[src/rtl/flash_poll_pkg.sv]
package flash_poll_pkg;

  // Status-register bit positions
  localparam int unsigned FP_READY_BIT   = 7;
  localparam int unsigned FP_TOGGLE_BIT  = 6;
  localparam int unsigned FP_ERASE_BIT   = 5;
  localparam int unsigned FP_PROG_BIT    = 4;
  localparam int unsigned FP_PROTECT_BIT = 1;

  // Bits of the low byte that survive masking on completion
  localparam logic [7:0] FP_KEEP_BYTE = 8'b0111_1110;

  typedef enum logic [2:0] {
    FP_OK      = 3'd0,
    FP_PROTECT = 3'd1,
    FP_PROGRAM = 3'd2,
    FP_ERASE   = 3'd3,
    FP_OTHER   = 3'd4,
    FP_TIMEOUT = 3'd5
  } fp_err_e;

  typedef enum logic [1:0] {
    ST_IDLE = 2'd0,
    ST_RD1  = 2'd1,
    ST_RD2  = 2'd2,
    ST_EVAL = 2'd3
  } fp_state_e;

  localparam logic FP_MODE_STATUS = 1'b0;
  localparam logic FP_MODE_TOGGLE = 1'b1;

endpackage

[src/rtl/fpp_elapsed.sv]
// Saturating tick counter restarted by each accepted start.
module fpp_elapsed #(
  parameter int TW = 16
) (
  input  logic          clk,
  input  logic          rst,
  input  logic          restart,
  output logic [TW-1:0] tick_next
);
  localparam logic [TW-1:0] TOP = {TW{1'b1}};

  logic [TW-1:0] tick_q;

  always_comb begin
    if (restart)          tick_next = '0;
    else if (tick_q == TOP) tick_next = tick_q;
    else                  tick_next = tick_q + 1'b1;
  end

  always_ff @(posedge clk) begin
    if (rst) tick_q <= '0;
    else     tick_q <= tick_next;
  end
endmodule

[src/rtl/fpp_status_decode.sv]
// Completion test and priority error decode for both command-set styles.
module fpp_status_decode
  import flash_poll_pkg::*;
#(
  parameter int DW = 16
) (
  input  logic          mode,
  input  logic [DW-1:0] first_w,
  input  logic          second_tog,
  output logic          complete,
  output fp_err_e       code
);
  localparam logic [DW-1:0] KEEP = DW'(FP_KEEP_BYTE);

  logic [DW-1:0] kept;

  assign kept = first_w & KEEP;

  always_comb begin
    code = FP_OK;
    if (mode == FP_MODE_TOGGLE) begin
      complete = (first_w[FP_TOGGLE_BIT] == second_tog);
    end else begin
      complete = first_w[FP_READY_BIT];
      if (complete) begin
        if (kept[FP_PROTECT_BIT])   code = FP_PROTECT;
        else if (kept[FP_PROG_BIT]) code = FP_PROGRAM;
        else if (kept[FP_ERASE_BIT]) code = FP_ERASE;
        else if (|kept)             code = FP_OTHER;
      end
    end
  end
endmodule

[src/rtl/fpp_limit_counters.sv]
// One pair of saturating overrun counters per operation type.
module fpp_limit_counters #(
  parameter int NOPS = 3,
  parameter int OPW  = 2,
  parameter int CW   = 8
) (
  input  logic              clk,
  input  logic              rst,
  input  logic [OPW-1:0]    op,
  input  logic              typ_inc,
  input  logic              max_inc,
  output logic [NOPS*CW-1:0] typ_cnt,
  output logic [NOPS*CW-1:0] max_cnt
);
  localparam logic [CW-1:0] SAT = {CW{1'b1}};

  for (genvar g = 0; g < NOPS; g++) begin : g_lane
    logic          sel;
    logic [CW-1:0] t_q, m_q;

    assign sel = (op == OPW'(g));

    always_ff @(posedge clk) begin
      if (rst) begin
        t_q <= '0;
        m_q <= '0;
      end else begin
        if (sel && typ_inc && t_q != SAT) t_q <= t_q + 1'b1;
        if (sel && max_inc && m_q != SAT) m_q <= m_q + 1'b1;
      end
    end

    assign typ_cnt[g*CW +: CW] = t_q;
    assign max_cnt[g*CW +: CW] = m_q;
  end
endmodule

[src/rtl/flash_status_poller.sv]
module flash_status_poller
  import flash_poll_pkg::*;
#(
  parameter int AW   = 16,
  parameter int DW   = 16,   // at least 8
  parameter int TW   = 16,
  parameter int CW   = 8,
  parameter int NOPS = 3,
  parameter int OPW  = 2
) (
  input  logic               clk,
  input  logic               rst,
  input  logic               start_i,
  input  logic               mode_i,
  input  logic [OPW-1:0]     op_i,
  input  logic [AW-1:0]      addr_i,
  input  logic [TW-1:0]      typ_lim_i,
  input  logic [TW-1:0]      max_lim_i,
  output logic               rd_req_o,
  output logic [AW-1:0]      rd_addr_o,
  input  logic               rd_ack_i,
  input  logic [DW-1:0]      rd_data_i,
  output logic               busy_o,
  output logic               done_o,
  output logic [2:0]         err_o,
  output logic [NOPS*CW-1:0] typ_cnt_o,
  output logic [NOPS*CW-1:0] max_cnt_o
);
  fp_state_e      state_q;
  logic           mode_q;
  logic [OPW-1:0] op_q;
  logic [AW-1:0]  addr_q;
  logic [TW-1:0]  typ_lim_q, max_lim_q;
  logic [TW-1:0]  now_q;
  logic           typ_seen_q;
  logic [DW-1:0]  first_q;
  logic           second_tog_q;

  logic           accept;
  logic [TW-1:0]  tick_next;
  logic           complete;
  fp_err_e        code;
  logic           in_eval;
  logic           over_typ, over_max, past_typ;
  logic           typ_inc, max_inc;

  assign accept = (state_q == ST_IDLE) && start_i;

  fpp_elapsed #(.TW(TW)) u_elapsed (
    .clk       (clk),
    .rst       (rst),
    .restart   (accept),
    .tick_next (tick_next)
  );

  fpp_status_decode #(.DW(DW)) u_decode (
    .mode       (mode_q),
    .first_w    (first_q),
    .second_tog (second_tog_q),
    .complete   (complete),
    .code       (code)
  );

  assign in_eval  = (state_q == ST_EVAL);
  assign over_typ = (now_q > typ_lim_q);
  assign over_max = (now_q > max_lim_q);
  assign past_typ = typ_seen_q || over_typ;
  assign typ_inc  = in_eval && !typ_seen_q && over_typ;
  assign max_inc  = in_eval && past_typ && over_max;

  fpp_limit_counters #(.NOPS(NOPS), .OPW(OPW), .CW(CW)) u_counters (
    .clk     (clk),
    .rst     (rst),
    .op      (op_q),
    .typ_inc (typ_inc),
    .max_inc (max_inc),
    .typ_cnt (typ_cnt_o),
    .max_cnt (max_cnt_o)
  );

  always_ff @(posedge clk) begin
    if (rst) begin
      state_q      <= ST_IDLE;
      mode_q       <= FP_MODE_STATUS;
      op_q         <= '0;
      addr_q       <= '0;
      typ_lim_q    <= '0;
      max_lim_q    <= '0;
      now_q        <= '0;
      typ_seen_q   <= 1'b0;
      first_q      <= '0;
      second_tog_q <= 1'b0;
      rd_req_o     <= 1'b0;
      busy_o       <= 1'b0;
      done_o       <= 1'b0;
      err_o        <= FP_OK;
    end else begin
      done_o <= 1'b0;
      unique case (state_q)
        ST_IDLE: begin
          if (start_i) begin
            mode_q     <= mode_i;
            op_q       <= op_i;
            addr_q     <= addr_i;
            typ_lim_q  <= typ_lim_i;
            max_lim_q  <= max_lim_i;
            now_q      <= tick_next;
            typ_seen_q <= 1'b0;
            err_o      <= FP_OK;
            rd_req_o   <= 1'b1;
            busy_o     <= 1'b1;
            state_q    <= ST_RD1;
          end
        end
        ST_RD1: begin
          if (rd_ack_i) begin
            first_q <= rd_data_i;
            if (mode_q == FP_MODE_TOGGLE) begin
              state_q <= ST_RD2;
            end else begin
              rd_req_o <= 1'b0;
              state_q  <= ST_EVAL;
            end
          end
        end
        ST_RD2: begin
          if (rd_ack_i) begin
            second_tog_q <= rd_data_i[FP_TOGGLE_BIT];
            rd_req_o     <= 1'b0;
            state_q      <= ST_EVAL;
          end
        end
        ST_EVAL: begin
          if (typ_inc) typ_seen_q <= 1'b1;
          if (complete) begin
            err_o   <= code;
            done_o  <= 1'b1;
            busy_o  <= 1'b0;
            state_q <= ST_IDLE;
          end else if (over_max) begin
            err_o   <= FP_TIMEOUT;
            done_o  <= 1'b1;
            busy_o  <= 1'b0;
            state_q <= ST_IDLE;
          end else begin
            now_q    <= tick_next;
            rd_req_o <= 1'b1;
            state_q  <= ST_RD1;
          end
        end
        default: state_q <= ST_IDLE;
      endcase
    end
  end

  assign rd_addr_o = addr_q;

endmodule

[config.mk]
export PLATFORM = sky130hd
export DESIGN_NAME = flash_status_poller
export DESIGN_NICKNAME = d
export VERILOG_FILES = /design/src/rtl/flash_poll_pkg.sv /design/src/rtl/fpp_elapsed.sv /design/src/rtl/fpp_status_decode.sv /design/src/rtl/fpp_limit_counters.sv /design/src/rtl/flash_status_poller.sv
export SDC_FILE = /design/constraint.sdc
export NUM_CORES = 1
export LEC_CHECK = 0
export ABC_AREA = 1
export BUFFER_PORTS_ARGS = -buffer_cell sky130_fd_sc_hd__buf_4
export CAP_MARGIN = 20
export CORE_ASPECT_RATIO = 0.5
export CORE_MARGIN = 10
export CORE_UTILIZATION = 30
export DETAILED_ROUTE_END_ITERATION = 10
export PLACE_DENSITY = 0.56
export SYNTH_ARGS = -nofsm -noshare
export SYNTH_HDL_FRONTEND = slang
export SYNTH_SLANG_ARGS = --single-unit
[constraint.sdc]
create_clock -name clk -period 6.33 [get_ports clk]
set_clock_uncertainty 0.15 [all_clocks]
set_input_delay 0.633 -clock clk [delete_from_list [all_inputs] [get_ports clk]]
set_output_delay 0.633 -clock clk [all_outputs]
set_load 0.02 [all_outputs]
==> results of run 1 <==
[registers in the layout (all words and copies together) (netlist names), 7 cells and up]
| signal | count |
|---|---|
| rd_addr_o | 16 |
| u_counters.g_lane.m_q | 24 |
| max_lim_q | 16 |
| u_counters.g_lane.t_q | 24 |
| u_elapsed.tick_q | 16 |
| typ_lim_q | 16 |
| first_q | 7 |
| now_q | 16 |
[how the worst max path moves through the flow]
stage,start,end,slack [ns],cells after the start
after global placement,start_i,now_q[10],3.20,7
final,state_q[0],now_q[10],3.25,8
after detailed placement,start_i,now_q[10],3.17,7
after floorplan,typ_lim_q[15],u_counters.g_lane[0].t_q[5],4.32,11
after CTS,state_q[0],now_q[10],3.21,8
after global routing,state_q[0],now_q[10],2.93,8
[power groups by stage]
stage                     combinational, W  clock [W]  sequential, W
after floorplan                   0.000602          0        0.00118
after global placement            0.000863          0        0.00114
after detailed placement          0.000877          0        0.00114
after CTS                         0.000880    0.00103        0.00112
after global routing              0.000995    0.00107        0.00114
final                             0.000870    0.00101        0.00112
[synthesized netlist by cell type, drive strengths merged]
cell type / instances
a211o: 1
a21boi: 1
a21o: 2
a21oi: 102
a31oi: 3
buf: 7
clkbuf: 29
clkinv: 4
dfxtp: 148
ha: 44
inv: 95
nand2: 156
nand3: 45
nand3b: 1
nand4: 40
nor2: 146
nor3: 9
nor4: 3
o21ai: 99
xnor2: 12
xor2: 30
[critical path: cells and delay by family, from the launching register on]
kind | cells | cell delay [ns]
AOI/OAI and AO/OA | 2 | 0.45
adders and majority gates | 1 | 0.23
buffers and inverters | 3 | 1.10
DFF | 1 | 0.38
and+or+nand+nor | 2 | 0.69
[area by class of cell]
cell class,count,area [sq um]
Tap cell,315,394
Inverter,99,382
Clock inverter,14,140
Multi-Input combinational cell,694,3810
Clock buffer,18,439
Fill cell,2458,14800
Sequential cell,148,2960
Timing Repair Buffer,134,1020
[cell families after synthesis]
group	count (synthesis)
compound gates	208
xor+xnor	42
fa+ha+maj	44
buf+inv	135
flops	148
simple gates	400
[routing by layer]
metal  part of all wire  track usage  up-vias
met4              0.013       0.0370        0
li1                   -            -     3470
met3              0.029       0.0320       22
met1               0.45        0.145     3045
met5                  0            0        -
met2               0.51        0.221       63
[through the flow]
stage               hold slack (ns)  utilization
floorplan                     0.285            -
global placement              0.303        0.356
detailed placement            0.305        0.357
CTS                           0.283        0.381
global route                  0.288        0.381
finish                        0.301        0.381
==> run metrics, run 1 <==
final worst slack=about 3.3 ns; nets=roughly 1.2k; synth top area cells=dfxtp_1 41%, nand2_1 7.8%, ha_1 7.5%; startpoint types=register; final setup violation count=0; starting density of the core=0.305; CTS tree=yes; Adder-Cell Fraction of Synth Area=0.0753; CP arrival=~3.3 ns; crit path kind=register to register; Fin. Hold Viols=0; Setup Buffers After CTS=0; drt wl/cell=between 10 and 15 um; complex-gate fraction of the synthesized area=0.149; Post-DP Area=around 8600 sq um; hold_buf cts=0; Internal Pwr Total=between 0.0015 and 0.002 W; register area share after synthesis=0.405; distinct cell type count of the synthesized netlist=39; commonest non-fill, non-tap cell in the layout=nand2_1; CP required=about 6.5 ns; multiplexer share of the synthesized area=0; WL final=roughly 19000 um; post-CTS sizing=0; capture point of the worst reg-to-reg path=now_q[10]; R2R Setup Slk=around 3.3 ns; RSZ-0062 raised after global routing=no; critical path's slowest cell=nand2_2; Worst Hold End=rd_addr_o[11]; NetSw=about 0.0011 W; 1st-pass router iterations=8; num rows=40; RD Place Congestion=0.824; largest family of logic cells by synthesized area=simple AND/OR/NAND/NOR gates; Max FO, Critical Path=between 50 and 60; clock share of power=0.335; XOR/XNOR share of the synthesized area=0.0503; post-synthesis simple-gate area fraction=0.246; count of final max-slew check failures=0; total grt overflow=0; Post-Syn Area=~7300 sq um; initial antenna violation count=0; logic gate share of total power=0.290; synthesized netlist net count=between 1k and 1.5k; Crit path largest cell delay=0.57 ns; period utilization=0.486; Achievable Freq=between 300 and 400 MHz; Ports=about 140; Num CTS Buffers=17; via count=approximately 6.6k; FF-to-FF path depth=8; CTS root buf=clkbuf_16; CTS Sinks=148; launching point of the worst reg2reg path=state_q[0]; Avg Synthesized Cell Area=around 7.5 sq um; first-pass GRT wire length=approximately 31000 um; layout cells sized above 1=0.182; dpl hpwl=approximately 14000 um; commonest non-fill, non-tap cells in the layout=150 x nand2_1, 148 x dfxtp_1, 142 x nor2_1, 133 x buf_4, 100 x a21oi_1; Residual DRC=0; area grow syn2layout=25.1%; die area=roughly 31000 sq um; Max Root-Sink Buffers=2; CP endpoint kind=register; Synth top area share=0.405; Hold Path Origin=addr_i[11]; Synth area leader=dfxtp_1; Mapped Cells=a little under 1k; register share of total power=0.375; worst skew pair latency=between 0.4 and 0.5 ns; die height=130 um; total power=between 0.002 and 0.003 W; Via density=between 4 and 5; H-tree depth=4; P_leak=roughly 3.9 nW; Starting DRT DRC Count=357; outcome=complete, no violations; Slew Limit Headroom=0.446; vias in the first global route=around 6.2k; peak supply drop=between 200 and 250 uV; Sw Share=0.364; pre-CTS WS=3.17 ns; critical-path cell list=inv_1 -> ha_1 -> nand2_2 -> buf_4 -> inv_1 -> a21oi_1 -> nand4_1 -> a21oi_1; post-route cell area=9140 sq um; largest net degree at the start of global routing=roughly 70; ant diodes=0; Total GRT Usage=0.124; Worst Hold Class=input port to register; pwr dens=roughly 330 nW/um^2; CTS clock-pin slew for the worst setup and hold paths=approximately 0.070 ns; Core Area=24000 sq um; antenna viol nets, final=0; YS warnings=0; WHS Path Cells=3; DP Cell Count=around 1.4k; Die X=between 200 and 250 um; Port-buffer cells=around 130; max cap viols=0; flops & latches, synth=roughly 150; min Tclk post-route=around 3.1 ns; worst slew pin tran=~0.83 ns; TNS Setup=0 ns; final std cells w/o fill=1422
No activity file was read; power rests on OpenSTA's default activity.
==> run 2: changes to the inputs <==
Settings changed: ABC_AREA 1 to 0, PLACE_DENSITY 0.56 to 0.57.
Clock period 6.33 ns to 2.7 ns, I/O delays scaled along.
==> run metrics, run 2 <==
Hold Path Origin=rd_ack_i; total grt overflow=0 (unchanged); P_leak=4.28 nW (+9.5%); layout cells sized above 1=0.300 (+0.118); crit path from=now_q[15]; Post-synth EDFFs=0 (unchanged); Max FO, Critical Path=5 (-92%); FF-to-FF path depth=10 (+2); nets=1223 (+1.2%); final worst slack=-0.168 ns (-3.42 ns); die height=129 um (-0.93%); num rows=39 (-2.5%); fraction of registers with async set/reset=0 (unchanged); filler instances=2222 (-9.6%); Fin. Hold Viols=0 (unchanged); Ports=141 (unchanged); clock share of power=0.335 (about the same); worst skew pair latency=0.43 ns (about the same); Internal Pwr Total=0.00557 W (+190%); NetSw=0.00262 W (+140%); flops & latches, synth=148 (unchanged); WHS Path Cells=3 (unchanged); min Tclk post-route=2.87 ns (-0.210 ns); period utilization=1.06 (+0.576); 1st-pass router iterations=5 (-3); RSZ-0062 raised after global routing=yes; count of final max-slew check failures=0 (unchanged); worst slew pin tran=0.793 ns (-0.0349 ns); pre-CTS WS=-0.235 ns (-3.41 ns); most frequent cell after synthesis=nand2_1; die area=30800 sq um (-1.9%); starting density of the core=0.309 (+0.00419); register area=2990 sq um (+0.97%); area grow syn2layout=51.1%; Commonest cells post-synth=149 x nand2_1, 148 x dfxtp_1, 108 x a21oi_1, 55 x nor2_1, 44 x ha_1; H-tree depth=4 (unchanged); register share of total power=0.311 (-0.064); Synth area leader=dfxtp_1; gr busiest metal=met2; logic gate share of total power=0.354 (+0.064); CP arrival=3.09 ns (-0.19 ns); Post-Syn Area=7150 sq um (-2.2%); Avg Synthesized Cell Area=8.18 sq um (+9.3%); M2 GR Usage=0.240 (+0.0194); Slew Limit Headroom=0.469 (+0.0233); register area share after synthesis=0.415 (+0.00909); Worst Hold Class=input port to register; R2R Setup Slk=-0.17 ns (-3.42 ns); first-pass GRT wire length=34400 um (+9.7%); startpoint types=register; antenna viol nets, final=0 (unchanged); Synth top area share=0.415 (+0.00909); failing checks=setup timing; Largest regs=u_counters.g_lane.m_q (24), u_counters.g_lane.t_q (24); largest net degree at the start of global routing=57 (-21%); dpl hpwl=14900 um (+3.0%); WL final=21600 um (+11%); CTS root buf=clkbuf_16; Core Area=23100 sq um (-3.5%); CP endpoint kind=register; Die X=238 um (-1.0%); via count=6978 (+5.7%); distinct cell type count of the synthesized netlist=53 (+36%); vias in the first global route=6923 (+11%); Mapped Cells=874 (-11%); met3 usage=0.0353 (+0.00334); drt wl/cell=15.1 um (+10%); peak supply drop=419 uV (+90%); launching point of the worst reg2reg path=now_q[15]; commonest non-fill, non-tap cell in the layout=buf_4; Port-buffer cells=131 (unchanged); Starting DRT DRC Count=382 (+7.0%); grt met1 use=0.159 (+0.0138); initial antenna violation count=2 (+2); Sw Share=0.320 (-0.0439); Top FF cell, synth=dfxtp_1; commonest non-fill, non-tap cells in the layout=175 x buf_4, 147 x nand2_1, 127 x dfxtp_1, 95 x a21oi_1, 58 x dlygate4sd3_1; CTS clock-pin slew for the worst setup and hold paths=0.06 ns (about the same); final setup violation count=25 (+25); YS warnings=0 (unchanged); CTS tree=yes; synthesized netlist net count=989 (-9.4%); max cap viols=0 (unchanged); synth top area cells=dfxtp_1 41%, nand2_1 7.8%, ha_1 7.7%; Num CTS Buffers=17 (unchanged); Residual DRC=0 (unchanged); area of the multi-input gates=4350 sq um (+14%); total power=0.00819 W (+170%); Achievable Freq=349 MHz (+7.3%); Max Root-Sink Buffers=2 (unchanged); RD Place Congestion=0.816 (-0.97%); CTS Sinks=148 (unchanged); Via density=4.88 (+5.1%); outcome=finished, violations left; pwr dens=758 nW/um^2 (+130%); crit path kind=register to register; Total GRT Usage=0.137 (+0.0127); CP required=2.92 ns (-3.61 ns)
## run 2: logic make-up after synthesis
logic type / count (synthesis) / share of synthesized area
and+or+nand+nor: 374 / 0.257
muxes: 23 / 0.0327
AOI/OAI and AO/OA: 186 / 0.154
buffers and inverters: 82 / 0.0434
adders and majority gates: 44 / 0.0770
DFF: 148 / 0.415
xor gates and xnor gates: 17 / 0.0208
## run 2: final timing paths
path,to
min,first_q[4]
max,u_counters.g_lane[1].m_q[7]
max reg2reg,u_counters.g_lane[1].m_q[7]
min reg2reg,typ_lim_q[4]
## run 2: stage by stage
step / area (sq um) / hold WS [ns] / utilization / setup TNS [ns] / instances
detailed placement: 8830 / 0.298 / 0.382 / -9.71 / 1320
global placement: 8830 / 0.293 / 0.382 / -7.34 / 1320
global route: 10800 / 0.0281 / 0.467 / -6.54 / 1429
CTS: 10500 / 0.00625 / 0.453 / -2.22 / 1421
finish: 10800 / 0.0292 / 0.467 / -2.21 / 1430
floorplan: 7190 / 0.248 / - / -0.0105 / 874
## run 2: what timing repair did
action	CTS	global route
resized for setup	55	59
endpoints found under the setup margin	65	64
hold buffers	58	0
gates cloned	3	1
pin swaps	25	49
buffers inserted	12	8
endpoints found under the hold margin	59	0
## run 2: metal layers
layer	routed length (um)	vias up	part of all wire
li1	-	3532	-
met1	9620	3340	0.44
met2	10900	82	0.51
met3	665	24	0.031
met4	397	0	0.018
met5	0	-	0
## run 2: power by group through the flow
| stage | Clock (W) | Combinational [W] | Sequential, W |
|---|---|---|---|
| CTS | 0.00282 | 0.00283 | 0.00254 |
| global route | 0.00290 | 0.00318 | 0.00257 |
| global placement | 0 | 0.00220 | 0.00258 |
| detailed placement | 0 | 0.00224 | 0.00258 |
| floorplan | 0 | 0.00132 | 0.00262 |
| finish | 0.00275 | 0.00290 | 0.00254 |
## run 2: final cells by class
type                       instances  area share
tap                              307      0.0356
antenna                            3    0.000695
timing repair buffer             258       0.207
clock buffer                      22      0.0448
multi-input combinational        644       0.403
sequential                       148       0.277
clock inverter                     9      0.0183
inverter                          39      0.0136
## run 2: critical path, stage by stage, from the launching register on
cell     delay (ns)
dfxtp_2        0.33
buf_6          0.12
ha_4           0.27
nand4_4        0.07
or4_4          0.50
a21o_4         0.23
a31oi_4        0.27
buf_12         0.16
nand3_4        0.08
or4_4          0.49
a21oi_2        0.12
